### src/rtl/fma_sig_pkg.sv
package fma_sig_pkg;

    localparam int WORD_W = 64;
    localparam int LEAD   = 62;

    typedef enum logic [2:0] {
        ST_IDLE,
        ST_MUL,
        ST_ALIGN,
        ST_MERGE,
        ST_NORM,
        ST_DONE
    } fma_state_e;

    // Right shift with every lost one folded into bit 0.
    function automatic logic [63:0] jam_shr(input logic [63:0] w, input logic [6:0] n);
        logic [63:0] mask;
        logic [63:0] r;
        if (n >= 7'd63) begin
            r = {63'd0, |w};
        end else begin
            mask = (64'd1 << n) - 64'd1;
            r    = (w >> n) | {63'd0, |(w & mask)};
        end
        return r;
    endfunction

endpackage

### src/rtl/fma_prod.sv
module fma_prod import fma_sig_pkg::*; #(
    parameter int SIG_W = 24,
    parameter int EXP_W = 10,
    parameter int EI    = EXP_W + 2
) (
    input  logic [SIG_W-1:0]        a_sig,
    input  logic [SIG_W-1:0]        b_sig,
    input  logic signed [EXP_W-1:0] a_exp,
    input  logic signed [EXP_W-1:0] b_exp,
    output logic [63:0]             word,
    output logic signed [EI-1:0]    exp
);
    localparam int PROD_W = 2 * SIG_W;
    localparam int UP     = WORD_W - PROD_W;

    logic [PROD_W-1:0]    prod;
    logic [63:0]          raw;
    logic signed [EI-1:0] esum;

    always_comb begin
        prod = PROD_W'(a_sig) * PROD_W'(b_sig);
        raw  = {prod, {UP{1'b0}}};
        esum = EI'(a_exp) + EI'(b_exp);
        if (raw[63]) begin
            word = jam_shr(raw, 7'd1);
            exp  = esum + EI'(1);
        end else begin
            word = raw;
            exp  = esum;
        end
    end
endmodule

### src/rtl/fma_align.sv
module fma_align import fma_sig_pkg::*; #(
    parameter int EI = 12
) (
    input  logic [63:0]          pw,
    input  logic signed [EI-1:0] pe,
    input  logic [63:0]          zw,
    input  logic signed [EI-1:0] ze,
    input  logic                 zz,
    output logic [63:0]          pw_o,
    output logic [63:0]          zw_o,
    output logic signed [EI-1:0] ce
);
    logic signed [EI:0] diff;
    logic [EI:0]        mag;
    logic [6:0]         n;

    always_comb begin
        diff = (EI+1)'(ze) - (EI+1)'(pe);
        mag  = diff[EI] ? -diff : diff;
        n    = (mag >= (EI+1)'(63)) ? 7'd63 : mag[6:0];
        pw_o = pw;
        zw_o = zw;
        ce   = pe;
        if (!zz) begin
            if (diff > 0) begin
                pw_o = jam_shr(pw, n);
                ce   = ze;
            end else begin
                zw_o = jam_shr(zw, n);
            end
        end
    end
endmodule

### src/rtl/fma_merge.sv
module fma_merge import fma_sig_pkg::*; #(
    parameter int EI = 12
) (
    input  logic [63:0]          pw,
    input  logic [63:0]          zw,
    input  logic                 ps,
    input  logic                 zs,
    input  logic                 zz,
    input  logic                 rd,
    input  logic signed [EI-1:0] ce,
    output logic [63:0]          w,
    output logic                 s,
    output logic signed [EI-1:0] e,
    output logic                 zero
);
    logic [63:0] sum;

    always_comb begin
        sum  = pw + zw;
        w    = pw;
        s    = ps;
        e    = ce;
        zero = 1'b0;
        if (zz) begin
            w = pw;
        end else if (ps == zs) begin
            if (sum[63]) begin
                w = jam_shr(sum, 7'd1);
                e = ce + EI'(1);
            end else begin
                w = sum;
            end
        end else begin
            if (zw >= pw) begin
                w = zw - pw;
                s = zs;
            end else begin
                w = pw - zw;
                s = ps;
            end
            if (w == 64'd0) begin
                zero = 1'b1;
                s    = rd;
                e    = '0;
            end
        end
    end
endmodule

### src/rtl/fma_norm.sv
module fma_norm import fma_sig_pkg::*; #(
    parameter int EI    = 12,
    parameter int OUT_W = 27
) (
    input  logic [63:0]          w,
    input  logic signed [EI-1:0] e,
    input  logic                 zero,
    output logic [OUT_W-1:0]     sig,
    output logic signed [EI-1:0] exp
);
    localparam int OUT_SHIFT = LEAD - (OUT_W - 1);

    logic [5:0]  msb;
    logic [5:0]  lz;
    logic [63:0] wn;
    logic [63:0] wo;

    always_comb begin
        msb = '0;
        for (int i = 0; i < LEAD + 1; i++) begin
            if (w[i]) msb = 6'(i);
        end
        lz = 6'(LEAD) - msb;
        wn = w << lz;
        wo = jam_shr(wn, 7'(OUT_SHIFT));
        if (zero) begin
            sig = '0;
            exp = '0;
        end else begin
            sig = wo[OUT_W-1:0];
            exp = e - EI'(lz);
        end
    end
endmodule

### src/rtl/fma_sig_core.sv
module fma_sig_core import fma_sig_pkg::*; #(
    parameter int SIG_W = 24,
    parameter int EXP_W = 10
) (
    input  logic                    clk,
    input  logic                    rst_n,
    input  logic                    start,
    input  logic [SIG_W-1:0]        x_sig,
    input  logic signed [EXP_W-1:0] x_exp,
    input  logic [SIG_W-1:0]        y_sig,
    input  logic signed [EXP_W-1:0] y_exp,
    input  logic [SIG_W-1:0]        z_sig,
    input  logic signed [EXP_W-1:0] z_exp,
    input  logic                    prod_neg,
    input  logic                    z_neg,
    input  logic                    z_zero,
    input  logic                    rnd_down,
    output logic                    busy,
    output logic                    done,
    output logic                    res_neg,
    output logic signed [EXP_W+1:0] res_exp,
    output logic [SIG_W+2:0]        res_sig,
    output logic                    res_zero
);
    localparam int EI    = EXP_W + 2;
    localparam int OUT_W = SIG_W + 3;
    localparam int ZPAD  = WORD_W - 1 - SIG_W;

    fma_state_e state_q, state_d;

    // captured operands
    logic [SIG_W-1:0]        xs_q, ys_q;
    logic signed [EXP_W-1:0] xe_q, ye_q;
    logic [63:0]             zw_q;
    logic signed [EI-1:0]    ze_q;
    logic                    ps_q, zs_q, zz_q, rd_q;
    // stage registers
    logic [63:0]             p_w_q, a_pw_q, a_zw_q, m_w_q;
    logic signed [EI-1:0]    p_e_q, a_e_q, m_e_q;
    logic                    m_s_q, m_zero_q;

    // stage outputs
    logic [63:0]             p_w, a_pw, a_zw, m_w;
    logic signed [EI-1:0]    p_e, a_e, m_e, n_e;
    logic                    m_s, m_zero;
    logic [OUT_W-1:0]        n_sig;

    fma_prod #(.SIG_W(SIG_W), .EXP_W(EXP_W), .EI(EI)) u_prod (
        .a_sig(xs_q), .b_sig(ys_q), .a_exp(xe_q), .b_exp(ye_q),
        .word(p_w), .exp(p_e)
    );

    fma_align #(.EI(EI)) u_align (
        .pw(p_w_q), .pe(p_e_q), .zw(zw_q), .ze(ze_q), .zz(zz_q),
        .pw_o(a_pw), .zw_o(a_zw), .ce(a_e)
    );

    fma_merge #(.EI(EI)) u_merge (
        .pw(a_pw_q), .zw(a_zw_q), .ps(ps_q), .zs(zs_q), .zz(zz_q), .rd(rd_q),
        .ce(a_e_q), .w(m_w), .s(m_s), .e(m_e), .zero(m_zero)
    );

    fma_norm #(.EI(EI), .OUT_W(OUT_W)) u_norm (
        .w(m_w_q), .e(m_e_q), .zero(m_zero_q), .sig(n_sig), .exp(n_e)
    );

    // state register
    always_ff @(posedge clk) begin
        if (!rst_n) state_q <= ST_IDLE;
        else        state_q <= state_d;
    end

    always_comb begin
        state_d = state_q;
        unique case (state_q)
            ST_IDLE:  if (start) state_d = ST_MUL;
            ST_MUL:   state_d = ST_ALIGN;
            ST_ALIGN: state_d = ST_MERGE;
            ST_MERGE: state_d = ST_NORM;
            ST_NORM:  state_d = ST_DONE;
            ST_DONE:  state_d = ST_IDLE;
            default:  state_d = ST_IDLE;
        endcase
    end

    // datapath and output registers
    always_ff @(posedge clk) begin
        if (!rst_n) begin
            xs_q <= '0; ys_q <= '0; xe_q <= '0; ye_q <= '0;
            zw_q <= '0; ze_q <= '0;
            ps_q <= 1'b0; zs_q <= 1'b0; zz_q <= 1'b0; rd_q <= 1'b0;
            p_w_q <= '0; p_e_q <= '0;
            a_pw_q <= '0; a_zw_q <= '0; a_e_q <= '0;
            m_w_q <= '0; m_e_q <= '0; m_s_q <= 1'b0; m_zero_q <= 1'b0;
            res_neg <= 1'b0; res_exp <= '0; res_sig <= '0; res_zero <= 1'b0;
        end else begin
            unique case (state_q)
                ST_IDLE: if (start) begin
                    xs_q <= x_sig; ys_q <= y_sig;
                    xe_q <= x_exp; ye_q <= y_exp;
                    zw_q <= z_zero ? 64'd0 : {1'b0, z_sig, {ZPAD{1'b0}}};
                    ze_q <= EI'(z_exp);
                    ps_q <= prod_neg; zs_q <= z_neg;
                    zz_q <= z_zero;   rd_q <= rnd_down;
                end
                ST_MUL: begin
                    p_w_q <= p_w; p_e_q <= p_e;
                end
                ST_ALIGN: begin
                    a_pw_q <= a_pw; a_zw_q <= a_zw; a_e_q <= a_e;
                end
                ST_MERGE: begin
                    m_w_q <= m_w; m_e_q <= m_e; m_s_q <= m_s; m_zero_q <= m_zero;
                end
                ST_NORM: begin
                    res_neg  <= m_s_q;
                    res_exp  <= n_e;
                    res_sig  <= n_sig;
                    res_zero <= m_zero_q;
                end
                ST_DONE: ;
                default: ;
            endcase
        end
    end

    assign busy = (state_q != ST_IDLE);
    assign done = (state_q == ST_DONE);

    AST_ALIGN_LEAD: assert property (@(posedge clk) disable iff (!rst_n)
        (state_q == ST_MERGE && !zz_q) |-> (a_pw_q[LEAD] || a_zw_q[LEAD]));
    AST_NO_CARRY: assert property (@(posedge clk) disable iff (!rst_n)
        (state_q == ST_NORM) |-> !m_w_q[63]);
    AST_ZERO_CLEAN: assert property (@(posedge clk) disable iff (!rst_n)
        (done && res_zero) |-> (res_sig == '0));
    AST_LEAD_ONE: assert property (@(posedge clk) disable iff (!rst_n)
        (done && !res_zero) |-> res_sig[OUT_W-1]);
    AST_DONE_PULSE: assert property (@(posedge clk) disable iff (!rst_n)
        done |=> !done);
    AST_OUT_HOLD: assert property (@(posedge clk) disable iff (!rst_n)
        (state_q != ST_NORM) |=> ($stable(res_sig) && $stable(res_exp)));
endmodule

### config.mk
export PLATFORM = sky130hd
export DESIGN_NAME = fma_sig_core
export DESIGN_NICKNAME = d
export VERILOG_FILES = /design/src/rtl/fma_sig_pkg.sv /design/src/rtl/fma_prod.sv /design/src/rtl/fma_align.sv /design/src/rtl/fma_merge.sv /design/src/rtl/fma_norm.sv /design/src/rtl/fma_sig_core.sv
export SDC_FILE = /design/constraint.sdc
export NUM_CORES = 2
export LEC_CHECK = 0
export ABC_AREA = 0
export BUFFER_PORTS_ARGS = -buffer_cell sky130_fd_sc_hd__buf_2
export CORE_AREA = 3 3 319 447
export CTS_CLUSTER_DIAMETER = 50
export DETAILED_ROUTE_END_ITERATION = 10
export DIE_AREA = 0 0 322 450
export PLACE_DENSITY = 0.63
export SYNTH_ARGS = -nofsm -noshare
export SYNTH_HDL_FRONTEND = slang
export SYNTH_SLANG_ARGS = --single-unit
### constraint.sdc
create_clock -name clk -period 22.3 [get_ports clk]
set_clock_uncertainty 0.2 [all_clocks]
set_input_delay 1.115 -clock clk [delete_from_list [all_inputs] [get_ports clk]]
set_output_delay 1.115 -clock clk [all_outputs]
set_load 0.02 [all_outputs]
---- Yosys cells after proc, flatten, opt, wreduce, memory -nomap -nowiden ----
Index checks and enable logic that the tools add are counted.
W data, S select, Z words.
storage, ports and cells
  bits in registers ....................... 484
  input port bits ......................... 109
  output and inout bits ................... 43
  word-level logic and storage cells ...... 162
operators by class
  $mul .................................... 1
  shift operators ......................... 4
  $add $sub $neg .......................... 11
  bitwise logic cells ..................... 6
  equal/unequal tests ..................... 7
  order comparisons ....................... 4
  muxes and demuxes ....................... 96
  reduce and logical (&&, ||, !) cells .... 9
operators with widths
  operator                 count
  $mux W64                 12
  $mux W6                  61
  $reduce_or A64 Y1        4
  $and A64 B64 Y64         2
  $or A64 B1 Y64           2
  $shr A64 B7 Y64          2
  $sub A64 B64 Y64         2
  $mux W63                 2
  $mux W12                 8
  $add A64 B64 Y64         1
  $ge A64 B64 Y1           1
  $logic_not A64 Y1        1
  $shl A1 B7 Y64 const A   1
  $shl A64 B6 Y63          1
  $sub A64 B1 Y64 const B  1
  $or A63 B1 Y63           1
  $mul A24 B24 Y48         1
  $reduce_or A36 Y1        1
  $mux W27                 1
  $or A27 B1 Y27           1
  $add A12 B2 Y12 const B  2
  $pmux W3 S5              1
  $ge A13 B6 Y1 const B    1
  $gt A13 B1 Y1 const B    1
  other kinds (18)         27

---- Logic depth before layout (Yosys ltp) ----
  word-level depth ........................ 67
  mapped depth ............................ 32
  gate-level depth less buffers ........... 31

---- Cells and area by module ----
From an unflattened synthesis, not the netlist that was laid out.
unflattened totals
  cells, all modules ...................... 9816
  area total of the unflattened synthesis .. 72879.9 um2
by module, submodules not included
  module        sequential area each (um2)  cells an instance  area an instance (um2)  times used
  fma_prod      0.0                         2402               20384.6                 1
  fma_sig_core  8888.5                      1932               17692.0                 1
  fma_align     0.0                         2487               14696.6                 1
  fma_merge     0.0                         2187               14269.9                 1
  fma_norm      0.0                         808                5836.8                  1

---- Worst setup path after synthesis ----
No wires, ideal clock.
  path kind ............................... register to register
  start point ............................. reg ys_q[3]
  end point ............................... reg p_w_q[31]
  cell stages (with the launch flop) ...... 29
  data arrival time ....................... 7832 ps
  setup time .............................. 142 ps
  data required time ...................... 21958 ps
  setup slack ............................. 14126 ps
  period minus slack after synthesis ...... 8174 ps
  buffers on the path ..................... 4
  cells stage by stage .................... dfxtp_1 > clkbuf_1 > clkbuf_1 > nand2_1 > fa_1 > inv_1 > fa_1 > fa_1 > inv_1 > fa_1 > fa_1 > inv_1 > fa_1 > fa_1 > ha_1 > nand2_1 > a211oi_1 > and3b_1 > a211oi_1 > a31oi_1 > o21ai_1 > nor4_1 > or3_1 > o2111a_1 > o311ai_1 > xor2_1 > buf_2 > buf_1 > a221oi_1
on the way
  word-level cells in the longest chain between the ends .. 2
RTL lines
  element                   line                 text
  start: declaration        fma_sig_core.sv:32   logic [SIG_W-1:0] xs_q, ys_q;
  start signal: assignment  fma_sig_core.sv:99   xs_q <= x_sig; ys_q <= y_sig;
  $mul A24 B24 Y48          fma_prod.sv:21       prod = PROD_W'(a_sig) * PROD_W'(b_sig);
  $mux W63                  fma_prod.sv:24       if (raw[63]) begin
  end signal: assignment    fma_sig_core.sv:107  p_w_q <= p_w; p_e_q <= p_e;
  end: declaration          fma_sig_core.sv:38   logic [63:0] p_w_q, a_pw_q, a_zw_q, m_w_q;
Every way passes these cells.
A chain may end at the register's enable or synchronous reset.

---- Worst setup path in the final report ----
  start point ............................. reg xs_q[9]
  end point ............................... reg p_w_q[31]
on the way
  word-level cells in the longest chain between the ends .. 2
RTL lines
  element                   line
  start: declaration        fma_sig_core.sv:32
  start signal: assignment  fma_sig_core.sv:99
  $mul A24 B24 Y48          fma_prod.sv:21
  $mux W63                  fma_prod.sv:24
Every way passes these cells.

==> qor.csv <==
stage;metric;value;unit
outcome;outcome;finished with violations;
outcome;violations;max-capacitance violations, max-slew violations;
finish;multi_input_area;46340;um2
critical_path;start_kind;flop;
power;peakVddDrop;0.0001232;V
route;drc;0;
timing;slew_headroom;-0.01695;
route;num_vias;61590;
clock_network;cts_sinks;425;
clock_network;path_clk_slew;0.06;ns
global_routing;grt_overflow;0;
synthesis;synth_ff_type;dfxtp_1;
critical_path;critical_path.max_fanout;49;
finish;layout.nets;8788;
critical_path;cp_top_family;adder cells;
synthesis;synth.avg_cell_area;7.450;um2
job;maxCapViolCount;2;
timing;fin_ws;11.57;ns
timing;min_period;10.73;ns
timing;min_period_over_period;0.4814;
route;dr.pass1.iters;8;
critical_path;slowest_delay;1.17;ns
timing;tns;0;ns
die;num_io_pins;152;
die;die_w;322;um
critical_path;slowest_stage;dfxtp_1;
timing;worstMarginPinSlew;1.525;ns
timing;setup_viol;0;
critical_path;end_kind;flop;
synthesis;synth_nets;8990;
clock_network;htree_levels;3;
clock_network;cts.repair.resized;0;
synthesis;synthCells;7998;
route;wl;278.7;mm
finish;synthToLayoutAreaGrowth;7.625;%
route;avgRoutedWirePerCell;28.79;um
die;die_area;144900;um2
critical_path;critical_path_class;flop to flop;
die;fp.dieH;450;um
clock_network;ctsHoldBuffers;0;
synthesis;yosysWarnings;0;
route;vias_per_cell;6.361;
critical_path;critPathBufInv;4;
critical_path;cp.arrival;11.04;ns
global_routing;antenna_found_initial;34;
placed_design;dp_slack;11.68;ns
die;fp.coreArea;139000;um2
die;start_util;0.4285;
global_routing;grt_usage;0.3794;
power;p_leak;27.10;nW
synthesis;synth_cell_types;105;
clock_network;cts_setup_buffers;0;
clock_network;cts.path.max_buffers;3;
global_routing;grt_pass1_vias;61710;
finish;post-route-util;0.4612;
critical_path;crit_required;22.60;ns
clock_network;ctsRootBufferMaster;clkbuf_16;
synthesis;synth-seq-area-share;0.1428;
synthesis;synth_top_area_cell;fa_1;
timing;rsz0062_at_grt;no;
die;rows;162;
synthesis;ys_seq_elements;425;
timing;slew_viol_final;4;
synthesis;synth_top_area_frac;0.1640;
clock_network;numCtsBuffers;67;
clock_network;clkLatencyLatePin;0.70;ns
finish;seqCellArea;8509;um2
critical_path;cpMostUsedCell;fa_1;
placed_design;gp_congestion;1.100;
synthesis;syn-cell-area;59580;um2
global_routing;grt_max_degree;107;
route;drt_iter0_markers;5320;
timing;hold_viol;0;
placed_design;portBuffers;151;
synthesis;postSynth.asyncResetShare;0;
synthesis;netlist_top_cells_area;fa_1 (16%), dfxtp_1 (14%), ha_1 (8.3%);
finish;drive_gt1_frac;0.07375;
global_routing;grt_pass1_wl;409.3;mm
clock_network;cts_tree;done;
finish;fillers;14240;
hold_path;hold_path.class;flop to flop;
route;ant_nets;0;
placed_design;dpl.hpwl;218.3;mm
power;finalPower;0.005809;W
timing;fmax;93.16;MHz
power;p_per_area;90.59;nW/um2
synthesis;synth-edff-count;0;
## cell usage in the layout (no fill, tap or decap), drive strengths merged, types with 33 or more instances in the layout
master  count
nor2b      40
dfxtp     425
o21ai     444
nand3b     34
a21oi     705
nor4       76
nand4      60
o21bai     61
nor3      162
nor2      599
a221oi     59
nand2    1233
or3        33
a31oi     106
o21a       45
clkbuf     79
xnor2     134
a21o       79
xor2       63
fa        488
a22oi      40
o22ai      54
mux2i     298
inv       739
o211ai     55
a211oi    121
mux2       36
nand2b     44
ha        395
and2      221
buf       295
nand3     146
o221ai     44
## layer usage
layer  vias to the layer above  share of wire  global-route usage
met3                      1285          0.076             0.08563
met5                         -        0.00034            0.001684
met4                        12           0.12              0.3583
met2                      3262           0.47              0.6324
li1                      27220              -                   -
met1                     29820           0.34              0.3916
## area by class of cell
type / count / area share
diodes: 27 / 0.001054
repair buffers: 295 / 0.02905
clock inverters: 45 / 0.008760
inverters: 724 / 0.04249
multi-input cells: 6283 / 0.7226
flip-flops and latches: 425 / 0.1327
well taps: 1804 / 0.03520
clock buffers: 79 / 0.02810
## flip-flops by register name, indices dropped and copies added (netlist names), 3 cells and up
register  flops
ys_q         24
m_e_q        12
ze_q         10
state_q       3
zw_q         24
p_e_q        12
xs_q         24
res_exp      12
a_pw_q       63
res_sig      27
a_zw_q       63
xe_q         10
p_w_q        48
a_e_q        12
ye_q         10
m_w_q        63
## tightest hold or removal path, cell delays in order (launching register included)
cell	delay [ns]
dfxtp_1	0.31
nand2_1	0.05
nand2_1	0.04
## power by group
part           switching [W]  internal, W  total (W)  leakage [nW]
Sequential          0.000149     0.000812   0.000961          3.46
Combinational        0.00257      0.00115    0.00372          22.5
Clock               0.000461     0.000669    0.00113          1.15
## through the flow
stage / hold WS [ns] / cells / cell area (um2)
floorplan: 0.2319 / 7998 / 59580
global placement: 0.2334 / 9527 / 61640
detailed placement: 0.2354 / 9527 / 61640
CTS: 0.2447 / 9651 / 64000
global route: 0.2522 / 9671 / 64100
finish: 0.2457 / 9682 / 64130
## logic make-up after synthesis
| logic type | after synthesis | share of synthesized area |
|---|---|---|
| xor gates and xnor gates | 197 | 0.02896 |
| muxes | 347 | 0.06178 |
| buffers and inverters | 1290 | 0.08364 |
| adders and majority gates | 883 | 0.2469 |
| AOI/OAI and AO/OA | 2111 | 0.2266 |
| and+or+nand+nor | 2745 | 0.2093 |
| DFF | 425 | 0.1428 |
## cell usage after synthesis, drive strengths merged (34+ instances only)
cell    number
nand3      146
dfxtp      425
o22ai       54
o221ai      44
a31oi      106
o21bai      61
nor3       162
ha         395
xor2        63
nor4        76
a211oi     121
o21a        45
nand2b      44
fa         488
buf        121
xnor2      134
nor2b       40
clkbuf     445
a221oi      59
a22oi       40
nand3b      34
o211ai      55
a21oi      705
inv        716
and2       221
mux2i      298
nand4       60
a21o        79
o21ai      444
mux2        36
nor2       599
nand2     1233
## final timing paths
kind	start	endpoint	slack, ns	cells past startpoint
max	xs_q[9]	p_w_q[31]	11.57	26
min	res_sig[22]	res_sig[22]	0.25	2
max reg2reg	xs_q[9]	p_w_q[31]	11.57	26
min reg2reg	res_sig[22]	res_sig[22]	0.25	2
(Power assumes the default switching activity.)
